<file path="config.mk">
export PLATFORM = sky130hd
export DESIGN_NAME = refresh_dispatch
export DESIGN_NICKNAME = d
export VERILOG_FILES = /design/src/rtl/rfq_pkg.sv /design/src/rtl/rfq_fifo.sv /design/src/rtl/rfq_seq.sv /design/src/rtl/rfq_pinmux.sv /design/src/rtl/refresh_dispatch.sv
export SDC_FILE = /design/constraint.sdc
export NUM_CORES = 1
export LEC_CHECK = 0
export BUFFER_PORTS_ARGS = -buffer_cell sky130_fd_sc_hd__buf_4
export CAP_MARGIN = 20
export CORE_UTILIZATION = 40
export DETAILED_ROUTE_END_ITERATION = 7
export PLACE_DENSITY = 0.6
export RECOVER_POWER = 25
export SLEW_MARGIN = 10
export SYNTH_ARGS = -nofsm -noshare
export SYNTH_HDL_FRONTEND = slang
export SYNTH_SLANG_ARGS = --single-unit
</file>
<file path="constraint.sdc">
create_clock -name clk_i -period 3.5 [get_ports clk_i]
set_input_delay 0.7 -clock clk_i [delete_from_list [all_inputs] [get_ports clk_i]]
set_output_delay 0.7 -clock clk_i [all_outputs]
set_load 0.02 [all_outputs]
</file>
<file path="src/rtl/rfq_pkg.sv">
package rfq_pkg;
  typedef enum logic [2:0] {
    ST_IDLE,
    ST_PRE,
    ST_PRE_WAIT,
    ST_STROBE,
    ST_RECOVER
  } seq_state_e;

  typedef struct packed {
    logic ras_n;
    logic cas_n;
    logic we_n;
  } cmd_t;

  localparam cmd_t CMD_NOP     = '{ras_n: 1'b1, cas_n: 1'b1, we_n: 1'b1};
  localparam cmd_t CMD_PRE     = '{ras_n: 1'b0, cas_n: 1'b1, we_n: 1'b0};
  localparam cmd_t CMD_ROW_REF = '{ras_n: 1'b0, cas_n: 1'b1, we_n: 1'b1};
endpackage

</file>
<file path="src/rtl/rfq_fifo.sv">
module rfq_fifo #(
  parameter int DEPTH = 8,
  parameter int W     = 15
) (
  input  logic         clk_i,
  input  logic         rst_ni,
  input  logic         push_i,
  input  logic [W-1:0] data_i,
  input  logic         pop_i,
  output logic [W-1:0] data_o,
  output logic         empty_o,
  output logic         ovf_o
);
  localparam int PTR_W = (DEPTH > 1) ? $clog2(DEPTH) : 1;
  localparam int CNT_W = $clog2(DEPTH + 1);
  localparam logic [PTR_W-1:0] LAST = PTR_W'(DEPTH - 1);

  logic [W-1:0]     mem_q [DEPTH];
  logic [PTR_W-1:0] wr_q, rd_q;
  logic [CNT_W-1:0] cnt_q;
  logic             ovf_q;
  logic             full, do_push, do_pop;

  assign full    = (cnt_q == CNT_W'(DEPTH));
  assign empty_o = (cnt_q == '0);
  assign do_pop  = pop_i && !empty_o;
  // a pop in the same cycle frees the slot
  assign do_push = push_i && (!full || do_pop);
  assign data_o  = mem_q[rd_q];
  assign ovf_o   = ovf_q;

  always_ff @(posedge clk_i) begin
    if (do_push) mem_q[wr_q] <= data_i;
  end

  always_ff @(posedge clk_i or negedge rst_ni) begin
    if (!rst_ni) begin
      wr_q  <= '0;
      rd_q  <= '0;
      cnt_q <= '0;
      ovf_q <= 1'b0;
    end else begin
      if (do_push) wr_q <= (wr_q == LAST) ? '0 : wr_q + 1'b1;
      if (do_pop)  rd_q <= (rd_q == LAST) ? '0 : rd_q + 1'b1;
      case ({do_push, do_pop})
        2'b10:   cnt_q <= cnt_q + 1'b1;
        2'b01:   cnt_q <= cnt_q - 1'b1;
        default: cnt_q <= cnt_q;
      endcase
      if (push_i && !do_push) ovf_q <= 1'b1;
    end
  end

  a_r3_ovf_sticky: assert property (@(posedge clk_i) disable iff (!rst_ni)
    ovf_q |=> ovf_q);
  a_r3_count_bound: assert property (@(posedge clk_i) disable iff (!rst_ni)
    cnt_q <= CNT_W'(DEPTH));
  a_r3_full_push_flags: assert property (@(posedge clk_i) disable iff (!rst_ni)
    (push_i && full && !pop_i) |=> ovf_q);
  a_r2_pop_nonempty: assert property (@(posedge clk_i) disable iff (!rst_ni)
    pop_i |-> !empty_o);
endmodule

</file>
<file path="src/rtl/rfq_seq.sv">
module rfq_seq
  import rfq_pkg::*;
#(
  parameter int NUM_BANKS = 4,
  parameter int BANK_W    = 2,
  parameter int ROW_W     = 13,
  parameter int RFC_CYC   = 7,
  parameter int RP_CYC    = 2
) (
  input  logic              clk_i,
  input  logic              rst_ni,
  input  logic              empty_i,
  input  logic [BANK_W-1:0] head_bank_i,
  input  logic [ROW_W-1:0]  head_row_i,
  input  logic [NUM_BANKS-1:0] bank_open_i,
  input  logic              norm_busy_i,
  output logic              pop_o,
  output logic              own_o,
  output cmd_t              cmd_o,
  output logic [ROW_W-1:0]  addr_o,
  output logic [BANK_W-1:0] ba_o
);
  localparam int MAXC  = (RFC_CYC > RP_CYC) ? RFC_CYC : RP_CYC;
  localparam int CNT_W = $clog2(MAXC + 1);
  localparam logic [CNT_W-1:0] RFC_LD = CNT_W'(RFC_CYC - 1);
  localparam logic [CNT_W-1:0] RP_LD  = CNT_W'(RP_CYC - 1);

  seq_state_e state_q, state_d;
  logic [CNT_W-1:0] cnt_q, cnt_d;
  logic start, head_open;

  assign head_open = bank_open_i[head_bank_i];
  assign start     = !empty_i && !norm_busy_i;

  always_comb begin
    state_d = state_q;
    cnt_d   = cnt_q;
    pop_o   = 1'b0;
    unique case (state_q)
      ST_IDLE: if (start) begin
        if (head_open) state_d = ST_PRE;
        else begin
          state_d = ST_STROBE;
          cnt_d   = RFC_LD;
        end
      end
      ST_PRE: begin
        state_d = ST_PRE_WAIT;
        cnt_d   = RP_LD;
      end
      ST_PRE_WAIT: begin
        if (cnt_q == '0) begin
          state_d = ST_STROBE;
          cnt_d   = RFC_LD;
        end else cnt_d = cnt_q - 1'b1;
      end
      ST_STROBE: begin
        if (cnt_q == '0) begin
          state_d = ST_RECOVER;
          cnt_d   = RP_LD;
          pop_o   = 1'b1;
        end else cnt_d = cnt_q - 1'b1;
      end
      ST_RECOVER: begin
        if (cnt_q == '0) state_d = ST_IDLE;
        else cnt_d = cnt_q - 1'b1;
      end
      default: state_d = ST_IDLE;
    endcase
  end

  always_ff @(posedge clk_i or negedge rst_ni) begin
    if (!rst_ni) begin
      state_q <= ST_IDLE;
      cnt_q   <= '0;
    end else begin
      state_q <= state_d;
      cnt_q   <= cnt_d;
    end
  end

  always_comb begin
    own_o  = (state_q != ST_IDLE);
    cmd_o  = CMD_NOP;
    addr_o = '0;
    ba_o   = '0;
    case (state_q)
      ST_PRE: begin
        cmd_o = CMD_PRE;
        ba_o  = head_bank_i;
      end
      ST_STROBE: begin
        cmd_o  = CMD_ROW_REF;
        addr_o = head_row_i;
        ba_o   = head_bank_i;
      end
      default: ;
    endcase
  end

  a_r8_start_when_free: assert property (@(posedge clk_i) disable iff (!rst_ni)
    ($past(state_q) == ST_IDLE && state_q != ST_IDLE) |-> (!$past(norm_busy_i) && !$past(empty_i)));
  a_r5_pre_then_wait: assert property (@(posedge clk_i) disable iff (!rst_ni)
    state_q == ST_PRE |=> state_q == ST_PRE_WAIT);
  a_r4_head_stable: assert property (@(posedge clk_i) disable iff (!rst_ni)
    (state_q == ST_STROBE && $past(state_q) == ST_STROBE) |-> ($stable(head_row_i) && $stable(head_bank_i)));
  a_r7_pop_to_recover: assert property (@(posedge clk_i) disable iff (!rst_ni)
    pop_o |=> state_q == ST_RECOVER);
endmodule

</file>
<file path="src/rtl/rfq_pinmux.sv">
module rfq_pinmux
  import rfq_pkg::*;
#(
  parameter int BANK_W = 2,
  parameter int ROW_W  = 13
) (
  input  logic              clk_i,
  input  logic              rst_ni,
  input  logic              own_i,
  input  logic              empty_i,
  input  cmd_t              ref_cmd_i,
  input  logic [ROW_W-1:0]  ref_addr_i,
  input  logic [BANK_W-1:0] ref_ba_i,
  input  logic              norm_req_i,
  input  cmd_t              norm_cmd_i,
  input  logic [ROW_W-1:0]  norm_addr_i,
  input  logic [BANK_W-1:0] norm_ba_i,
  output logic              gnt_o,
  output cmd_t              cmd_o,
  output logic [ROW_W-1:0]  addr_o,
  output logic [BANK_W-1:0] ba_o
);
  // queued refresh blocks new normal commands
  assign gnt_o  = norm_req_i && !own_i && empty_i;
  assign cmd_o  = own_i ? ref_cmd_i  : norm_cmd_i;
  assign addr_o = own_i ? ref_addr_i : norm_addr_i;
  assign ba_o   = own_i ? ref_ba_i   : norm_ba_i;

  a_r9_grant_owns_pins: assert property (@(posedge clk_i) disable iff (!rst_ni)
    gnt_o |-> (cmd_o == norm_cmd_i && addr_o == norm_addr_i));
  a_r9_no_grant_pending: assert property (@(posedge clk_i) disable iff (!rst_ni)
    !empty_i |-> !gnt_o);
endmodule

</file>
<file path="src/rtl/refresh_dispatch.sv">
module refresh_dispatch
  import rfq_pkg::*;
#(
  parameter int DEPTH     = 8,
  parameter int NUM_BANKS = 4,
  parameter int ROW_W     = 13,
  parameter int RFC_CYC   = 7,
  parameter int RP_CYC    = 2,
  localparam int BANK_W   = (NUM_BANKS > 1) ? $clog2(NUM_BANKS) : 1
) (
  input  logic                 clk_i,
  input  logic                 rst_ni,
  input  logic                 req_valid_i,
  input  logic [BANK_W-1:0]    req_bank_i,
  input  logic [ROW_W-1:0]     req_row_i,
  input  logic [NUM_BANKS-1:0] bank_open_i,
  input  logic                 norm_busy_i,
  input  logic                 norm_req_i,
  input  logic                 norm_ras_n_i,
  input  logic                 norm_cas_n_i,
  input  logic                 norm_we_n_i,
  input  logic [ROW_W-1:0]     norm_addr_i,
  input  logic [BANK_W-1:0]    norm_ba_i,
  output logic                 norm_gnt_o,
  output logic                 ras_n_o,
  output logic                 cas_n_o,
  output logic                 we_n_o,
  output logic [ROW_W-1:0]     addr_o,
  output logic [BANK_W-1:0]    ba_o,
  output logic                 ovf_o
);
  localparam int ENT_W = BANK_W + ROW_W;

  logic [ENT_W-1:0]  head;
  logic              empty, pop, own;
  cmd_t              ref_cmd, norm_cmd, pin_cmd;
  logic [ROW_W-1:0]  ref_addr;
  logic [BANK_W-1:0] ref_ba;

  rfq_fifo #(.DEPTH(DEPTH), .W(ENT_W)) u_fifo (
    .clk_i   (clk_i),
    .rst_ni  (rst_ni),
    .push_i  (req_valid_i),
    .data_i  ({req_bank_i, req_row_i}),
    .pop_i   (pop),
    .data_o  (head),
    .empty_o (empty),
    .ovf_o   (ovf_o)
  );

  rfq_seq #(
    .NUM_BANKS(NUM_BANKS), .BANK_W(BANK_W), .ROW_W(ROW_W),
    .RFC_CYC(RFC_CYC), .RP_CYC(RP_CYC)
  ) u_seq (
    .clk_i       (clk_i),
    .rst_ni      (rst_ni),
    .empty_i     (empty),
    .head_bank_i (head[ENT_W-1:ROW_W]),
    .head_row_i  (head[ROW_W-1:0]),
    .bank_open_i (bank_open_i),
    .norm_busy_i (norm_busy_i),
    .pop_o       (pop),
    .own_o       (own),
    .cmd_o       (ref_cmd),
    .addr_o      (ref_addr),
    .ba_o        (ref_ba)
  );

  assign norm_cmd = '{ras_n: norm_ras_n_i, cas_n: norm_cas_n_i, we_n: norm_we_n_i};

  rfq_pinmux #(.BANK_W(BANK_W), .ROW_W(ROW_W)) u_mux (
    .clk_i       (clk_i),
    .rst_ni      (rst_ni),
    .own_i       (own),
    .empty_i     (empty),
    .ref_cmd_i   (ref_cmd),
    .ref_addr_i  (ref_addr),
    .ref_ba_i    (ref_ba),
    .norm_req_i  (norm_req_i),
    .norm_cmd_i  (norm_cmd),
    .norm_addr_i (norm_addr_i),
    .norm_ba_i   (norm_ba_i),
    .gnt_o       (norm_gnt_o),
    .cmd_o       (pin_cmd),
    .addr_o      (addr_o),
    .ba_o        (ba_o)
  );

  assign ras_n_o = pin_cmd.ras_n;
  assign cas_n_o = pin_cmd.cas_n;
  assign we_n_o  = pin_cmd.we_n;

  a_r8_busy_passes: assert property (@(posedge clk_i) disable iff (!rst_ni)
    (norm_busy_i && !own) |-> (ras_n_o == norm_ras_n_i && ba_o == norm_ba_i));
endmodule

</file>
Word-level counts from Yosys, hierarchy flattened
Memories as Yosys holds them, arrays and structs flattened.
Cells that the tools add are included.
Cells by class
  add/subtract/negate cells: 5
  $mul: 0
  div/mod/pow operators: 0
  $lt $le $gt $ge: 1
  equal/unequal tests: 15
  shifts and indexed selects: 0
  mux-type cells: 27
  bitwise operators: 0
  reductions and logical operators: 21
Operators by type and width (number)
  $mux W3: 12
  $pmux W3 S5: 2
  $mux W13: 2
  $eq A3 B3 Y1 const B: 3
  $ne A2 B1 Y1 const B: 4
  $pmux W4 S2: 1
  $reduce_and A4 Y1: 2
  $add A3 B1 Y3 const B: 2
  $eq A3 B2 Y1 const B: 2
  $logic_and A1 B1 Y1: 6
  $logic_not A3 Y1: 2
  $mux W2: 3
  $pmux W3 S2: 1
  $logic_not A1 Y1: 5
  $mux W1: 5
  $reduce_bool A5 Y1: 1
  $add A4 B1 Y4 const B: 1
  $eq A4 B4 Y1 const B: 1
  $logic_not A4 Y1: 1
  $ne A2 B2 Y1 const B: 2
  $sub A4 B1 Y4 const B: 1
  $eq A3 B1 Y1 const B: 1
  $lt A2 B3 Y1 const B: 1
  $reduce_bool A3 Y1: 1
  other kinds (7): 7
Word-level totals
  register bits after elaboration: 17
  bits in latches: 0
  memory bits (writable): 120
  memory bits (read-only): 0
  input port bits: 42
  output and inout bits: 20
  word-level logic and storage cells: 76
  memories kept: 1
Memories
  u_fifo.mem_q: words 8, bits a word 15, rd ports 1, clocked after memory_dff 0, write ports 1, RTL line rfq_fifo.sv:18  | logic [W-1:0] mem_q [DEPTH];

Depth between registers and ports, before layout
Gate-level depths: netlist (run 1).
  depth after elaboration: 8
  depth in mapped cells: 13
  depth with buffers taken out: 13

Cells and area by module
Synthesis (run 1) repeated with hierarchy kept, for this count alone.
Unflattened totals
  cells, all modules: 338
  area, all modules: 6213.5 sq um
Modules (own cells, without submodules)
  rfq_fifo: times used 1, cells an instance 247, area an instance 5353.9 sq um, seq. area each 3878.7 sq um
  rfq_seq: times used 1, cells an instance 70, area an instance 581.8 sq um, seq. area each 150.1 sq um
  rfq_pinmux: times used 1, cells an instance 21, area an instance 277.8 sq um, seq. area each 0.0 sq um

Worst setup path before layout (run 1)
Ideal clock, no wire load.
  kind: reg2reg
  start point: register u_seq.cnt_q[0]
  end point: memory u_fifo.mem_q[0][0] (enable)
  library setup time: 0.426 ns
  arrival time: 2.828 ns
  data required time: 3.074 ns
  setup slack: 0.246 ns
  cell stages (with the launch flop): 8
  buffers on the path: 0
  clock period less this slack: 3.254 ns
  cells stage by stage: dfrtp_1 > inv_1 > ha_1 > ha_1 > nand4b_1 > nand3_1 > nand2_1 > nor4_1
On the way
  word-level cells in the longest chain between the ends: 8
Ends and longest elaborated chain
  start, declared: RTL line rfq_seq.sv:29  | logic [CNT_W-1:0] cnt_q, cnt_d;
  start signal, assigned: RTL line rfq_seq.sv:78  | cnt_q <= cnt_d;
  $logic_not A3 Y1: RTL line rfq_seq.sv:58  | if (cnt_q == '0) begin
  $mux W1: RTL line rfq_seq.sv:58
  $mux W1: RTL line rfq_seq.sv:39  | unique case (state_q)
  $logic_and A1 B1 Y1: RTL line rfq_fifo.sv:26  | assign do_pop = pop_i && !empty_o;
  $logic_or A1 B1 Y1: RTL line rfq_fifo.sv:28  | assign do_push = push_i && (!full || do_pop);
  $logic_and A1 B1 Y1: RTL line rfq_fifo.sv:28
  $mux W1: RTL line rfq_fifo.sv:33  | if (do_push) mem_q[wr_q] <= data_i;
  $mux W1 (implied by the code): RTL line rfq_fifo.sv:33
  end, declared: RTL line rfq_fifo.sv:18
Every way passes these cells.

Final worst setup path (run 1)
  start point: register u_fifo.rd_q[0]
  end point: output addr_o[0]
On the way
  word-level cells in the longest chain between the ends: 3
Ends and longest elaborated chain
  start, declared: RTL line rfq_fifo.sv:19  | logic [PTR_W-1:0] wr_q, rd_q;
  start signal, assigned: RTL line rfq_fifo.sv:44  | if (do_pop) rd_q <= (rd_q == LAST) ? '0 : rd_q + 1'b1;
  $mem_v2 Z8 W15
  $mux W13: RTL line rfq_seq.sv:87  | case (state_q)
  $mux W13: RTL line rfq_pinmux.sv:26  | assign addr_o = own_i ? ref_addr_i : norm_addr_i;
  end, declared: RTL line refresh_dispatch.sv:28  | output logic [ROW_W-1:0] addr_o,
Every way passes these cells.

==> flow_metrics.env, run 1 <==
export IMPL_antenna_found_initial=0
export IMPL_yosys_most_used_dff="edfxtp_1"
export IMPL_viasPerCell=5.22
export IMPL_synth_net_count=376
export IMPL_firstDrtPassIters=4
export IMPL_yosysTopAreaCellShare=0.627
export IMPL_dp_final_hpwl_um=7390
export IMPL_diodes=0
export IMPL_synth_async_reset_ratio=0.124
export IMPL_finalCritPeriodShare=0.837
export IMPL_irDropWorstVdd_uv=377
export IMPL_worstMarginPinSlew_ns=0.991
export IMPL_ctsHoldBuffers=0
export IMPL_numPortBuffers=61
export IMPL_path_max_fanout=19
export IMPL_rr_worst_depth=13
export IMPL_syn_to_final_growth_pct=22.1
export IMPL_layout_min_cycle_time_ns=2.93
export IMPL_yosys_cell_types_count=39
export IMPL_end_kind="primary output"
export IMPL_regArea_um2=4030
export IMPL_gr_total_overflow=0
export IMPL_rsz0062_at_grt="no"
export IMPL_setup_viol=0
export IMPL_synth_avg_cell_area_um2=17.7
export IMPL_vias=3119
export IMPL_cts_tree="done"
export IMPL_ys_warn_count=0
export IMPL_fin_util=0.503
export IMPL_ys_seq_area_frac=0.701
export IMPL_synth_enable_flop_cells=120
export IMPL_yosys_top_cells_area="edfxtp_1 (63%), mux4_2 (11%), dfrtp_1 (7.4%)"
export IMPL_post_cts_repair_setup_buffers=0
export IMPL_syn_cell_area_um2=5740
export IMPL_track_usage=0.173
export IMPL_grt_max_degree=32
export IMPL_hold_class="input port to asynchronous set/reset pin"
export IMPL_arrival_ns=2.23
export IMPL_finalSetupTns_ns=0
export IMPL_die_w_um=122
export IMPL_hold_viol=0
export IMPL_cts_made_buffers=17
export IMPL_start_util=0.412
export IMPL_io_pins=62
export IMPL_critPathKind="flip-flop to primary output"
export IMPL_globalplace_congestion=0.745
export IMPL_status="finished clean"
export IMPL_fin_nets=457
export IMPL_maxSlewViolCount=0
export IMPL_cts_sinks=137
export IMPL_crit_start="u_fifo.rd_q[0]$_DFFE_PN0P_"
export IMPL_layout_drive_gt1_share=0.304
export IMPL_final_cells=598
export IMPL_core_area_um2=13900
export IMPL_reg2reg_to="u_fifo.cnt_q[2]$_DFFE_PN0P_"
export IMPL_worst_ep_required_time_ns=2.80
export IMPL_design_area_um2=7010
export IMPL_drt_wl_total_um=11700
export IMPL_r2r_start="u_seq.cnt_q[0]$_DFFE_PN0P_"
export IMPL_drt_iter0_drc=174
export IMPL_place_area_um2=6520
export IMPL_ys_ff_latch=137
export IMPL_clkLatencyLatePin_ns=0.41
export IMPL_yosysTopAreaCell="edfxtp_1"
export IMPL_start_kind="flip-flop"
export IMPL_htree_num_levels=4
export IMPL_cts_resized=0
export IMPL_die_h_um=122
export IMPL_drc_errors=0
export IMPL_fin_skew_ns=0.00730
export IMPL_grt_pass1_vias=3267
export IMPL_fmax_mhz=341
export IMPL_clock_tree_buffer_depth=2
export IMPL_hold_ws_ns=0.438
export IMPL_fp_dieArea_um2=14800
export IMPL_std_cell_rows=43
export IMPL_power_density_nw_per_um2=841
export IMPL_maxSlewHeadroom=0.340
export IMPL_dp_cells=566
export IMPL_path_clk_slew_ns=0.05
export IMPL_wire_per_inst_um=19.5
export IMPL_r2r_setup_slack_ns=0.58
export IMPL_netlist_instances=324
export IMPL_multi_input_area_um2=1660
export IMPL_cap_violations=0
export IMPL_grt_pass1_wl_um=18200
export IMPL_p_leak_nw=2.49
export IMPL_antenna_left=0
export IMPL_cts_root_buf="clkbuf_16"
export IMPL_nFillCells=1164
flip-flops by register name, summed over array words and instances (netlist names):
signal / flops
u_fifo.rd_q: 3
u_fifo.cnt_q: 4
u_seq.cnt_q: 3
u_fifo.wr_q: 3
u_seq.state_q: 3
u_fifo.mem_q: 120
u_fifo.ovf_o: 1
worst max-delay path, cell delays in order (launching register included):
cell and delay [ns]:
dfrtp_2 0.35, buf_4 0.35, mux4_2 0.57, mux2i_1 0.27, o21ai_1 0.09, buf_4 0.16
metal layers:
metal | up-vias | global-route usage | part of all wire
li1 | 1451 | - | -
met1 | 1594 | 0.225 | 0.45
met2 | 66 | 0.282 | 0.50
met3 | 8 | 0.0459 | 0.039
met4 | 0 | 0.0602 | 0.0078
met5 | - | 0 | 0
stage by stage:
stage	worst slack, ns	power, mW
2_1_floorplan	0.246	3.63
3_3_place_gp	0.737	4.30
3_5_place_dp	0.606	4.34
4_1_cts	0.526	5.98
5_1_grt	0.312	6.22
6_report	0.571	5.90
where the power goes:
group	switching (mW)	total [mW]	internal, mW
clock	0.600	1.63	1.03
sequential	0.201	2.30	2.10
combinational	1.05	1.97	0.922
how the worst max path moves through the flow:
| stage | endpoint | slack (ns) |
|---|---|---|
| final | addr_o[0] | 0.57 |
| after global routing | u_fifo.cnt_q[2]$_DFFE_PN0P_ | 0.31 |
| after CTS | addr_o[0] | 0.53 |
| after detailed placement | u_fifo.cnt_q[2]$_DFFE_PN0P_ | 0.61 |
| after global placement | u_fifo.cnt_q[2]$_DFFE_PN0P_ | 0.74 |
| after floorplan | u_fifo.mem_q[0][0]$_DFFE_PP_ | 0.25 |
placed cells by master, fill, tap and decap left out, drive strengths merged, types with 2 or more instances in the layout:
cell,netlist,final
clkbuf,6,41
mux4,29,29
nand3,3,3
inv,5,5
nor3,7,7
ha,10,10
a21oi,6,6
nand2,21,21
nor2,10,10
clkinv,0,3
mux2,7,7
edfxtp,120,120
xor2,5,5
o21ai,20,20
mux2i,22,22
buf,9,64
o22ai,2,2
dfrtp,17,17
nand3b,4,4
nand2b,5,5
nor4,2,2
layout make-up:
| type | count | share of cell area |
|---|---|---|
| Clock inverter | 4 | 0.00607 |
| Timing Repair Buffer | 77 | 0.0773 |
| Multi-Input combinational cell | 167 | 0.236 |
| Sequential cell | 137 | 0.575 |
| Clock buffer | 28 | 0.0708 |
| Tap cell | 180 | 0.0321 |
| Inverter | 5 | 0.00268 |
cell usage after synthesis, types with 2 or more instances:
master      n
xor2_1      5
mux4_2     29
a21oi_1     6
o21ai_0     6
edfxtp_1  120
inv_1       5
clkbuf_1    6
nor2_1     10
buf_2       5
mux2_2      3
nand2b_1    5
mux2_1      4
o21ai_1    14
nor3_1      7
nand3_1     3
o22ai_1     2
mux2i_1    22
buf_1       3
nand2_1    21
dfrtp_1    17
ha_1       10
nand3b_1    4
cell families after synthesis:
group / share of synthesized area
muxes: 0.166
buffers and inverters: 0.0155
and+or+nand+nor: 0.0466
DFF: 0.701
xor gates and xnor gates: 0.00915
adders and majority gates: 0.0218
AOI/OAI and AO/OA: 0.0399
Note: power is estimated with default switching activity, not from simulation.
==> inputs of run 2 (changes only) <==
==> constraint.sdc (replaced) <==
create_clock -name clk_i -period 2.89 [get_ports clk_i]
set_input_delay 0.578 -clock clk_i [delete_from_list [all_inputs] [get_ports clk_i]]
set_output_delay 0.578 -clock clk_i [all_outputs]
set_load 0.02 [all_outputs]
==> run 2 against run 1 <==
  * Count of clock-buffer cells in the layout down 7
  * Via count increased by 1.3%
  * Combinational power rose by 23%
  * Die area unchanged
  * Non-clock buffer count up 4
  * Cell area is 0.18% higher
  * Worst setup slack worse by 0.38 ns
  * First-iteration DRC count increased by 29%
  * Critical path depth unchanged
==> flow_metrics.env, run 2 (synthesized netlist as in run 1, its figures left out) <==
export IMPL_reg2reg_to="u_fifo.cnt_q[2]$_DFFE_PN0P_"
export IMPL_arrival_ns=2.12
export IMPL_fp_dieArea_um2=14800
export IMPL_clkLatencyLatePin_ns=0.41
export IMPL_worstMarginPinSlew_ns=1.01
export IMPL_final_cells=601
export IMPL_diodes=0
export IMPL_hold_class="input port to asynchronous set/reset pin"
export IMPL_die_h_um=122
export IMPL_path_max_fanout=26
export IMPL_htree_num_levels=4
export IMPL_grt_pass1_wl_um=17400
export IMPL_std_cell_rows=43
export IMPL_top_register="u_fifo.mem_q"
export IMPL_cap_violations=0
export IMPL_hold_viol=0
export IMPL_status="finished clean"
export IMPL_track_usage=0.167
export IMPL_power_density_nw_per_um2=1000
export IMPL_dpl_worst_slack_ns=0.309
export IMPL_end_kind="primary output"
export IMPL_largest_register_ffs=120
export IMPL_fin_util=0.504
export IMPL_post_cts_repair_setup_buffers=0
export IMPL_io_pins=62
export IMPL_ctsHoldBuffers=0
export IMPL_grt_pass1_vias=3048
export IMPL_layout_min_cycle_time_ns=2.70
export IMPL_r2r_setup_slack_ns=0.29
export IMPL_finalCritPeriodShare=0.935
export IMPL_maxSlewViolCount=0
export IMPL_fin_ws_ns=0.189
export IMPL_gr_total_overflow=0
export IMPL_cts_sinks=137
export IMPL_globalplace_congestion=0.777
export IMPL_critPathKind="flip-flop to primary output"
export IMPL_drt_wl_total_um=11400
export IMPL_firstDrtPassIters=4
export IMPL_rr_worst_depth=13
export IMPL_setup_viol=0
export IMPL_mostFrequentLayoutCell="edfxtp_1"
export IMPL_dp_final_hpwl_um=7030
export IMPL_reg_top3="u_fifo.mem_q (120), u_fifo.cnt_q (4)"
export IMPL_antenna_left=0
export IMPL_irDropWorstVdd_uv=543
export IMPL_cts_root_buf="clkbuf_16"
export IMPL_layout_drive_gt1_share=0.316
export IMPL_syn_to_final_growth_pct=22.3
export IMPL_numPortBuffers=61
export IMPL_r2r_start="u_seq.cnt_q[0]$_DFFE_PN0P_"
export IMPL_dp_cells=570
export IMPL_fin_skew_ns=0.00649
export IMPL_wire_per_inst_um=19.0
export IMPL_design_area_um2=7030
export IMPL_start_util=0.412
export IMPL_p_leak_nw=2.49
export IMPL_viasPerCell=5.26
export IMPL_cts_resized=0
export IMPL_maxSlewHeadroom=0.328
export IMPL_fin_nets=461
export IMPL_grt_max_degree=31
export IMPL_place_area_um2=6570
export IMPL_clock_tree_buffer_depth=2
export IMPL_final_cell_mix="edfxtp_1 (120), buf_4 (67), mux4_2 (29)"
export IMPL_finalSetupTns_ns=0
export IMPL_worst_ep_required_time_ns=2.31
export IMPL_cts_made_buffers=17
export IMPL_die_w_um=122
export IMPL_start_kind="flip-flop"
export IMPL_core_area_um2=13900
export IMPL_antenna_found_initial=0
export IMPL_fmax_mhz=370
export IMPL_path_clk_slew_ns=0.06
export IMPL_vias=3161
export IMPL_rsz0062_at_grt="no"
export IMPL_drc_errors=0
export IMPL_cts_tree="done"
export IMPL_drt_iter0_drc=225
==> run 2: cell types whose count changed in the layout (fill, tap and decap cells not counted) <==
cell        before  now
clkbuf_8         3    0
nor4_2           2    1
clkbuf_1        21   16
bufinv_16        1    0
buf_12           1    2
clkinv_2         1    2
clkinv_4         0    1
clkinvlp_4       0    3
nor4_4           0    1
clkinv_1         2    4
buf_4           63   67
==> run 2: power by group <==
| group | internal (mW) | switching (mW) | leakage, nW |
|---|---|---|---|
| sequential | 2.54 | 0.257 | 1.29 |
| combinational | 1.16 | 1.26 | 0.968 |
| clock | 1.07 | 0.753 | 0.233 |
==> run 2: layout make-up <==
cell class	instances	area [um^2]
Tap cell	180	225
Clock buffer	21	440
Multi-Input combinational cell	167	1670
Clock inverter	10	56.3
Sequential cell	137	4030
Inverter	5	18.8
Timing Repair Buffer	81	588
Fill cell	1168	6910
==> run 2: metal layers <==
metal,GRT usage,part of all wire,vias to the layer above
met5,0,0,-
met4,0.0741,0.016,0
met3,0.0323,0.046,14
met2,0.261,0.50,73
met1,0.227,0.44,1613
li1,-,-,1461
==> run 2: worst max-delay path by stage <==
stage,from,endpoint,slack [ns],cells past startpoint
after floorplan,u_seq.cnt_q[0]$_DFFE_PN0P_,u_fifo.mem_q[2][0]$_DFFE_PP_,0.01,7
after global placement,u_seq.cnt_q[0]$_DFFE_PN0P_,u_fifo.cnt_q[2]$_DFFE_PN0P_,0.42,13
after detailed placement,u_seq.cnt_q[0]$_DFFE_PN0P_,u_fifo.cnt_q[2]$_DFFE_PN0P_,0.31,13
after CTS,u_fifo.rd_q[0]$_DFFE_PN0P_,ba_o[0],0.15,5
after global routing,u_seq.cnt_q[0]$_DFFE_PN0P_,u_fifo.cnt_q[2]$_DFFE_PN0P_,0.02,13
final,u_fifo.rd_q[0]$_DFFE_PN0P_,ba_o[0],0.19,5
==> run 2: critical path: stages (launching register included) <==
cell and delay, ns:
dfrtp_2 0.38, buf_12 0.24, mux4_2 0.53, mux2i_1 0.28, o21ai_0 0.12, buf_4 0.17
==> run 2: through the flow <==
stage	power (mW)	hold slack (ns)
floorplan	4.41	0.282
global placement	5.26	0.460
detailed placement	5.31	0.464
CTS	7.14	0.0260
global route	7.42	0.401
finish	7.04	0.317
